--- src/rtl/pgm_pkg.sv ---
package pgm_pkg;

    // Measurement sequencer states
    typedef enum logic [1:0] {
        MS_IDLE  = 2'd0,
        MS_ARMED = 2'd1,
        MS_OPEN  = 2'd2,
        MS_HELD  = 2'd3
    } meas_state_e;

    localparam int unsigned NIBBLE_W = 4;
    localparam logic [NIBBLE_W-1:0] BCD_NINE = 4'd9;

endpackage

--- src/rtl/pgm_sync_edge.sv ---
// Brings the measured signal into the reference domain and flags falling edges.
module pgm_sync_edge #(
    parameter int unsigned STAGES = 2
) (
    input  logic clk,
    input  logic rst_n,
    input  logic async_in,
    output logic fall_pulse
);
    typedef struct packed {
        logic [STAGES-1:0] chain;
        logic              last;
    } sync_regs_t;

    sync_regs_t r_d, r_q;

    always_comb begin
        r_d       = r_q;
        r_d.chain = {r_q.chain[STAGES-2:0], async_in};
        r_d.last  = r_q.chain[STAGES-1];
    end

    always_ff @(posedge clk or negedge rst_n) begin
        if (!rst_n) begin
            r_q <= '1;
        end else begin
            r_q <= r_d;
        end
    end

    assign fall_pulse = r_q.last & ~r_q.chain[STAGES-1];

endmodule

--- src/rtl/pgm_bcd_chain.sv ---
// Cascaded decimal digits with saturation at all nines and a sticky overflow.
module pgm_bcd_chain
    import pgm_pkg::*;
#(
    parameter int unsigned DIGITS = 5
) (
    input  logic                       clk,
    input  logic                       rst_n,
    input  logic                       clr,
    input  logic                       inc,
    output logic [NIBBLE_W*DIGITS-1:0] value,
    output logic                       ovf
);
    logic [DIGITS-1:0] nine;
    logic [DIGITS-1:0] carry;
    logic              full;
    logic              ovf_d, ovf_q;

    assign full = &nine;

    for (genvar g = 0; g < DIGITS; g++) begin : g_digit
        logic [NIBBLE_W-1:0] dig_d, dig_q;

        if (g == 0) begin : g_first
            assign carry[g] = inc & ~full;
        end else begin : g_next
            assign carry[g] = carry[g-1] & nine[g-1];
        end

        assign nine[g] = (dig_q == BCD_NINE);

        always_comb begin
            dig_d = dig_q;
            if (clr) begin
                dig_d = '0;
            end else if (carry[g]) begin
                dig_d = nine[g] ? '0 : dig_q + 1'b1;
            end
        end

        always_ff @(posedge clk or negedge rst_n) begin
            if (!rst_n) begin
                dig_q <= '0;
            end else begin
                dig_q <= dig_d;
            end
        end

        assign value[NIBBLE_W*g +: NIBBLE_W] = dig_q;
    end

    always_comb begin
        ovf_d = ovf_q;
        if (clr) begin
            ovf_d = 1'b0;
        end else if (inc && full) begin
            ovf_d = 1'b1;
        end
    end

    always_ff @(posedge clk or negedge rst_n) begin
        if (!rst_n) begin
            ovf_q <= 1'b0;
        end else begin
            ovf_q <= ovf_d;
        end
    end

    assign ovf = ovf_q;

endmodule

--- src/rtl/pgm_gate_fsm.sv ---
// Arms on start, opens and closes the window, and drives the count enable.
module pgm_gate_fsm
    import pgm_pkg::*;
#(
    parameter int unsigned WINDOW_TICKS = 125_000_000
) (
    input  logic clk,
    input  logic rst_n,
    input  logic start,
    input  logic freq_mode,
    input  logic fall,
    output logic gate,
    output logic busy,
    output logic done,
    output logic inc,
    output logic clr
);
    localparam int unsigned WIN_W = $clog2(WINDOW_TICKS + 1);
    localparam logic [WIN_W-1:0] WIN_LAST = WIN_W'(WINDOW_TICKS - 1);

    typedef struct packed {
        meas_state_e      state;
        logic             mode;
        logic [WIN_W-1:0] win;
        logic             done;
    } fsm_regs_t;

    fsm_regs_t r_d, r_q;
    logic      close;

    always_comb begin
        r_d      = r_q;
        r_d.done = 1'b0;
        close    = 1'b0;
        inc      = 1'b0;
        if (start) begin
            r_d.state = MS_ARMED;
            r_d.mode  = freq_mode;
            r_d.win   = '0;
        end else begin
            unique case (r_q.state)
                MS_ARMED: begin
                    if (r_q.mode || fall) begin
                        r_d.state = MS_OPEN;
                    end
                end
                MS_OPEN: begin
                    inc   = r_q.mode ? fall : 1'b1;
                    close = r_q.mode ? (r_q.win == WIN_LAST) : fall;
                    if (close) begin
                        r_d.state = MS_HELD;
                        r_d.done  = 1'b1;
                    end else if (r_q.mode) begin
                        r_d.win = r_q.win + 1'b1;
                    end
                end
                default: ;
            endcase
        end
    end

    always_ff @(posedge clk or negedge rst_n) begin
        if (!rst_n) begin
            r_q <= '{state: MS_IDLE, mode: 1'b0, win: '0, done: 1'b0};
        end else begin
            r_q <= r_d;
        end
    end

    assign gate = (r_q.state == MS_OPEN);
    assign busy = (r_q.state == MS_OPEN) || (r_q.state == MS_ARMED);
    assign done = r_q.done;
    assign clr  = start;

endmodule

--- src/rtl/period_gate_meter.sv ---
module period_gate_meter #(
    parameter int unsigned DIGITS       = 5,
    parameter int unsigned SYNC_STAGES  = 2,
    parameter int unsigned WINDOW_TICKS = 125_000_000
) (
    input  logic                  clk,
    input  logic                  rst_n,
    input  logic                  start,
    input  logic                  freq_mode,
    input  logic                  sig_in,
    output logic [4*DIGITS-1:0]   count_bcd,
    output logic                  gate,
    output logic                  busy,
    output logic                  done,
    output logic                  overflow
);
    logic fall;
    logic inc;
    logic clr;

    pgm_sync_edge #(.STAGES(SYNC_STAGES)) u_sync (
        .clk        (clk),
        .rst_n      (rst_n),
        .async_in   (sig_in),
        .fall_pulse (fall)
    );

    pgm_gate_fsm #(.WINDOW_TICKS(WINDOW_TICKS)) u_fsm (
        .clk       (clk),
        .rst_n     (rst_n),
        .start     (start),
        .freq_mode (freq_mode),
        .fall      (fall),
        .gate      (gate),
        .busy      (busy),
        .done      (done),
        .inc       (inc),
        .clr       (clr)
    );

    pgm_bcd_chain #(.DIGITS(DIGITS)) u_count (
        .clk   (clk),
        .rst_n (rst_n),
        .clr   (clr),
        .inc   (inc),
        .value (count_bcd),
        .ovf   (overflow)
    );

endmodule

--- config.mk ---
export PLATFORM = sky130hd
export DESIGN_NAME = period_gate_meter
export DESIGN_NICKNAME = d
export VERILOG_FILES = /design/src/rtl/pgm_pkg.sv /design/src/rtl/pgm_sync_edge.sv /design/src/rtl/pgm_bcd_chain.sv /design/src/rtl/pgm_gate_fsm.sv /design/src/rtl/period_gate_meter.sv
export SDC_FILE = /design/constraint.sdc
export NUM_CORES = 1
export LEC_CHECK = 0
export BUFFER_PORTS_ARGS = -buffer_cell sky130_fd_sc_hd__buf_2
export CELL_PAD_IN_SITES_DETAIL_PLACEMENT = 1
export CELL_PAD_IN_SITES_GLOBAL_PLACEMENT = 1
export CORE_AREA = 5 5 85 87
export CTS_CLUSTER_DIAMETER = 100
export DETAILED_ROUTE_END_ITERATION = 12
export DIE_AREA = 0 0 90 92
export PLACE_DENSITY = 0.9
export SYNTH_ARGS = -nofsm -noshare
export SYNTH_HDL_FRONTEND = slang
export SYNTH_SLANG_ARGS = --single-unit
export TNS_END_PERCENT = 1
--- constraint.sdc ---
create_clock -name clk -period 3.15 [get_ports clk]
set_clock_uncertainty 0.05 [all_clocks]
set_input_delay 0.315 -clock clk [delete_from_list [all_inputs] [get_ports clk]]
set_output_delay 0.315 -clock clk [all_outputs]
set_load 0.02 [all_outputs]
==> reports/qor.csv, run 1 <==
stage;metric;value;unit
status;status;finished clean;
global_routing;GRT Util Overall;0.190;
synth;largest cells by area after synthesis;dfrtp_1 (42%), ha_1 (5.3%), nor2_1 (4.4%), nand2_1 (3.7%), xor2_1 (3.4%);
clocking;TritonCTS clock tree;yes;
layout;Nets;365;
synth;Yosys reg bits;55;
synth;leading area contributor after synthesis;dfrtp_1;
die;Die H;92;um
timing;Pins Over Slew Limit;0;
routing;WL/cell;17.5;um
worst_hold_path;Hold Path Class;input port to asynchronous set/reset pin;
synth;Synth top area share;0.422;
power_and_ir_drop;maximum VDD drop;0.000285;V
global_routing;initial antenna violation count;0;
synth;Post-synth EDFFs;0;
synth;Syn Nets;337;
clocking;CTS Buffer Depth;2;
timing;Final Critical Period;2830;ps
synth;syn avg cell area;9.66;sq um
layout;layout cells sized above 1;0.167;
synth;sequential area share after synthesis;0.448;
clocking;Post-CTS Hold Buffers;0;
power_and_ir_drop;Leakage;1.47;nW
clocking;CTS resizes;0;
worst_setup_path;R2R cell count;7;
synth;async set-reset flop share out of synthesis;1.00;
worst_setup_path;Crit. End Element;flop;
clocking;H-Tree Depth;2;
routing;drt drc;0;
worst_setup_path;Critical Path End;u_count.g_digit[0].dig_q[2];
synth;main combinational cell family by area after synthesis;simple AND/OR/NAND/NOR gates;
global_routing;largest net degree at the start of global routing;35;
placement;IO Port Bufs;28;
placement;dpl hpwl;5.42;mm
layout;Layout Area Growth over Synthesis;9.06;%
die;Initial Utilization;0.491;
flow_run;Max Cap Viol;0;
clocking;setup bufs post-CTS;0;
timing;final setup vio count;0;
synth;Mapped Area;3080;sq um
synth;Simple-Gate Fraction of Synth Area;0.258;
worst_setup_path;CP max FO;12;
routing;Detailed Route WL;7.42;mm
clocking;clock-pin slew on the worst setup and hold paths;100;ps
routing;routed vias;2487;
synth;ys flop type;dfrtp_1;
routing;antenna-violating nets left;0;
layout;commonest non-fill, non-tap cells in the layout;dfrtp_1 (52), nor2_1 (36), nand2_1 (30), buf_2 (28), a21oi_1 (20);
routing;First-pass DRT Iterations;4;
worst_setup_path;R2R Path End;u_count.g_digit[0].dig_q[2];
timing;Hold WS;19.3;ps
routing;Via density;5.85;
synth;Adder-Cell Fraction of Synth Area;0.0528;
layout;Antenna diodes;0;
worst_setup_path;critical path startpoint category;flop;
clocking;clk sinks;55;
layout;commonest non-fill, non-tap cell in the layout;dfrtp_1;
global_routing;vias in the first global route;2694;
worst_setup_path;CP required;3340;ps
die;die area;8280;sq um
worst_setup_path;R2R Setup Slk;320;ps
worst_setup_path;worst r2r src;u_count.g_digit[3].dig_q[1];
synth;cells after synthesis;319;
synth;Synth cell types;57;
worst_setup_path;crit path kind;flop to flop;
timing;Worst slew margin;0.170;
routing;Iter 0 DRT Violations;140;
die;num rows;29;
synth;mux cell area share after synthesis;0.0284;
power_and_ir_drop;Cell Pwr Density;397;nW/um^2
synth;post-synthesis compound-gate area fraction;0.120;
clocking;TritonCTS Buffers;5;
synth;Syn. warnings;0;
die;Core Area;6280;sq um
clocking;clock root buffer;clkbuf_8;
timing;achievable clock frequency;0.354;GHz
clocking;worst skew pair latency;310;ps
worst_setup_path;Worst Setup SP;u_count.g_digit[3].dig_q[1];
worst_setup_path;CP arrival;3020;ps
layout;Util after Layout;0.535;
synth;post-synthesis xor/xnor area fraction;0.0540;
global_routing;grt ovf;0;
timing;Slew @ Worst Pin;1230;ps
placement;gpl congestion;0.816;
die;Die Span X;90;um
timing;RSZ-0062 raised after global routing;false;
global_routing;first-pass GRT wire length;13.0;mm
die;Ports;29;
timing;hold violation total from the final report;0;
timing;crit share post-route;0.898;
timing;Setup TNS;0;ps
cells in the mapped netlist (all sizes together) (7+ instances only):
master	count
nand3	18
clkbuf	7
inv	13
or3	10
a21oi	20
ha	13
nand4	8
nand2	30
xnor2	7
xor2	12
nor2	37
o21ai	12
dfrtp	52
layout make-up:
cell class | count | area [sq um]
sequential | 55 | 1380
inverter | 14 | 52.6
fill | 742 | 2920
tap | 77 | 96.3
multi-input combinational | 239 | 1580
timing repair buffer | 32 | 170
clock buffer | 8 | 80.1
state kept, by name, indices dropped and copies added, names as in the netlist:
signal                 flops
u_count.g_digit.dig_q     20
u_count.ovf                1
u_fsm.done                 1
u_fsm.r_q                 30
u_sync.r_d                 2
u_sync.r_q                 1
critical path: stages, from the launching register on:
cell and delay, ps:
dfrtp_1 430, inv_1 80, ha_1 150, and3b_1 280, nand3_1 190, o31ai_1 1020, mux2_2 430, mux2i_1 130
cells by family (layout without fill, tap and decap cells):
group / count (synthesis) / count (layout)
AOI/OAI and AO/OA: 53 / 53
xor gates and xnor gates: 19 / 19
adders and majority gates: 13 / 13
buffers and inverters: 25 / 54
DFF: 55 / 55
muxes: 8 / 8
and+or+nand+nor: 146 / 146
routing by layer:
| metal | routed length, um | GRT usage | vias up |
|---|---|---|---|
| met1 | 3260 | 0.237 | 1253 |
| met2 | 3750 | 0.321 | 40 |
| met3 | 247 | 0.0360 | 16 |
| li1 | - | - | 1178 |
| met5 | 0 | 0 | - |
| met4 | 163 | 0.0856 | 0 |
metrics by stage:
| stage | setup slack [ps] | std cells | instance area [sq um] | total power (W) |
|---|---|---|---|---|
| 2_1_floorplan | 903 | 319 | 3080 | 0.000899 |
| 5_1_grt | 23.6 | 425 | 3360 | 0.00141 |
| 3_3_place_gp | 526 | 417 | 3280 | 0.000950 |
| 6_report | 322 | 425 | 3360 | 0.00133 |
| 3_5_place_dp | 334 | 417 | 3280 | 0.000966 |
| 4_1_cts | 332 | 425 | 3360 | 0.00135 |
report_power, final:
part | leakage (nW) | switching, W | internal (W)
registers | 0.752 | 0.0000226 | 0.000726
clock network | 0.0395 | 0.000224 | 0.000159
logic | 0.680 | 0.000134 | 0.0000663
worst min-delay path by stage:
stage	from	to	slack [ps]
2_1_floorplan	rst_n	u_count.g_digit[0].dig_q[0]	-30
3_3_place_gp	u_sync.r_d[2]	u_sync.r_d[0]	300
3_5_place_dp	u_sync.r_d[2]	u_sync.r_d[0]	300
4_1_cts	rst_n	u_count.g_digit[2].dig_q[0]	40
5_1_grt	sig_in	u_sync.r_d[2]	30
6_report	rst_n	u_count.g_digit[2].dig_q[0]	20
(Power assumes the default switching activity.)
==> run 2: changes to the inputs <==
--- a/config.mk
+++ b/config.mk
@@ -8,10 +8,10 @@
 export BUFFER_PORTS_ARGS = -buffer_cell sky130_fd_sc_hd__buf_2
 export CELL_PAD_IN_SITES_DETAIL_PLACEMENT = 1
 export CELL_PAD_IN_SITES_GLOBAL_PLACEMENT = 1
-export CORE_AREA = 5 5 85 87
+export CORE_AREA = 2 2 82 84
 export CTS_CLUSTER_DIAMETER = 100
 export DETAILED_ROUTE_END_ITERATION = 12
-export DIE_AREA = 0 0 90 92
+export DIE_AREA = 0 0 84 86
 export PLACE_DENSITY = 0.9
 export SYNTH_ARGS = -nofsm -noshare
 export SYNTH_HDL_FRONTEND = slang
==> reports/qor.csv, run 2 (synthesized netlist as in run 1, its figures left out) <==
stage;metric;value;unit
routing;drt drc;0;
power_and_ir_drop;maximum VDD drop;0.000348;V
worst_hold_path;Hold Path Class;input port to flop;
routing;Detailed Route WL;7.46;mm
clocking;worst skew pair latency;320;ps
die;Die H;86;um
routing;WL/cell;17.6;um
clocking;TritonCTS clock tree;yes;
worst_hold_path;worst hold path stage count;1;
layout;largest reg by FF count;u_fsm.r_q;
layout;Nets;365;
global_routing;first-pass GRT wire length;13.0;mm
power_and_ir_drop;NetSw;0.000392;W
global_routing;initial antenna violation count;1;
layout;Layout Area Growth over Synthesis;9.42;%
routing;routed vias;2524;
placement;placed inst area;3270;sq um
layout;commonest non-fill, non-tap cells in the layout;dfrtp_1 (52), nor2_1 (36), nand2_1 (30), buf_2 (28), a21oi_1 (20);
layout;Antenna diodes;0;
worst_setup_path;worst path bufs/invs;1;
worst_setup_path;R2R cell count;7;
layout;commonest non-fill, non-tap cell in the layout;dfrtp_1;
power_and_ir_drop;Cell Pwr Density;399;nW/um^2
routing;First-pass DRT Iterations;4;
timing;Setup TNS;0;ps
global_routing;GRT Util Overall;0.225;
power_and_ir_drop;Leakage;1.47;nW
timing;achievable clock frequency;0.358;GHz
clocking;setup bufs post-CTS;0;
global_routing;grt ovf;0;
clocking;TritonCTS Buffers;5;
worst_setup_path;critical path startpoint category;flop;
worst_setup_path;Cell Chain, Critical Path;inv_1 > ha_1 > and3b_1 > nand3_1 > o31ai_1 > mux2_2 > mux2i_1;
timing;hold violation total from the final report;0;
placement;dpl hpwl;5.26;mm
clocking;clk sinks;55;
power_and_ir_drop;switching part of the total;0.291;
clocking;H-Tree Depth;2;
layout;max reg flops;30;
placement;gpl congestion;0.784;
layout;cell area after layout;3370;sq um
worst_setup_path;CP max FO;12;
timing;Final Critical Period;2800;ps
clocking;CTS Buffer Depth;2;
routing;antenna-violating nets left;0;
clocking;CTS resizes;0;
die;Ports;29;
die;Die Span X;84;um
global_routing;vias in the first global route;2604;
timing;Pins Over Slew Limit;0;
timing;Slew @ Worst Pin;1210;ps
worst_setup_path;crit path kind;flop to flop;
power_and_ir_drop;Clk pwr share;0.300;
timing;RSZ-0062 raised after global routing;false;
timing;Worst slew margin;0.188;
worst_setup_path;Crit. End Element;flop;
worst_setup_path;CP arrival;3000;ps
routing;Via density;5.94;
layout;layout cells sized above 1;0.170;
placement;placed cells;416;
placement;IO Port Bufs;28;
worst_setup_path;Slowest-stage cell, CP;o31ai_1;
die;Initial Utilization;0.491;
worst_setup_path;Critical Path Stages;7;
status;status;finished clean;
power_and_ir_drop;Int Power;0.000953;W
power_and_ir_drop;Seq pwr share;0.554;
routing;Iter 0 DRT Violations;107;
worst_setup_path;CP required;3350;ps
worst_setup_path;delay-heaviest family, CP;compound AO/OA/AOI/OAI gates;
power_and_ir_drop;Comb pwr share;0.146;
clocking;Post-CTS Hold Buffers;1;
clocking;clock-pin slew on the worst setup and hold paths;110;ps
die;num rows;29;
worst_setup_path;Max stage delay on crit path;1000;ps
timing;final setup vio count;0;
die;Core Area;6280;sq um
global_routing;largest net degree at the start of global routing;35;
flow_run;Max Cap Viol;0;
timing;crit share post-route;0.887;
die;die area;7220;sq um
clocking;clock root buffer;clkbuf_8;
layout;Final Non-Filler Cells;425;
run 2: cell count changes in the layout (fill, tap and decap cells not counted):
cell,change
clkbuf_1,-2
buf_4,-1
clkinvlp_4,+1
dlygate4sd3_1,+1
inv_6,+1
run 2: area by class of cell:
type	instances	area (sq um)
clock buffers	6	72.6
inverters	14	52.6
clock inverters	2	16.3
well taps	77	96.3
fillers	737	2910
flip-flops and latches	55	1380
multi-input cells	239	1580
repair buffers	32	173
run 2: layer usage:
metal	up-vias	GRT usage	routed length, um
met5	-	0	11
met3	13	0.0346	199
met4	2	0.0660	122
li1	1184	-	-
met1	1288	0.296	3360
met2	37	0.387	3770
run 2: worst paths after layout:
path,slack [ps],endpoint,startpoint
max,350,u_count.g_digit[0].dig_q[2],u_count.g_digit[3].dig_q[1]
min,50,u_sync.r_d[2],sig_in
max reg2reg,350,u_count.g_digit[0].dig_q[2],u_count.g_digit[3].dig_q[1]
min reg2reg,320,u_sync.r_d[0],u_sync.r_d[2]
max in group asynchronous,1720,u_sync.r_d[2],rst_n
min in group asynchronous,450,u_count.g_digit[4].dig_q[0],rst_n
run 2: through the flow:
step | total power (W) | setup WS, ps | hold slack [ps] | util
after floorplan | 0.000899 | 903 | -30.6 | -
after global placement | 0.000946 | 552 | 260 | 0.521
after detailed placement | 0.000957 | 326 | 260 | 0.521
after CTS | 0.00135 | 305 | 43.0 | 0.537
after global routing | 0.00140 | 50.1 | 28.3 | 0.537
final | 0.00134 | 355 | 50.2 | 0.537
run 2: power groups by stage:
| stage | registers, W | logic, W | clock network, W |
|---|---|---|---|
| 2_1_floorplan | 0.000755 | 0.000144 | 0 |
| 3_3_place_gp | 0.000757 | 0.000189 | 0 |
| 3_5_place_dp | 0.000759 | 0.000197 | 0 |
| 4_1_cts | 0.000746 | 0.000198 | 0.000408 |
| 5_1_grt | 0.000749 | 0.000219 | 0.000434 |
| 6_report | 0.000745 | 0.000196 | 0.000403 |
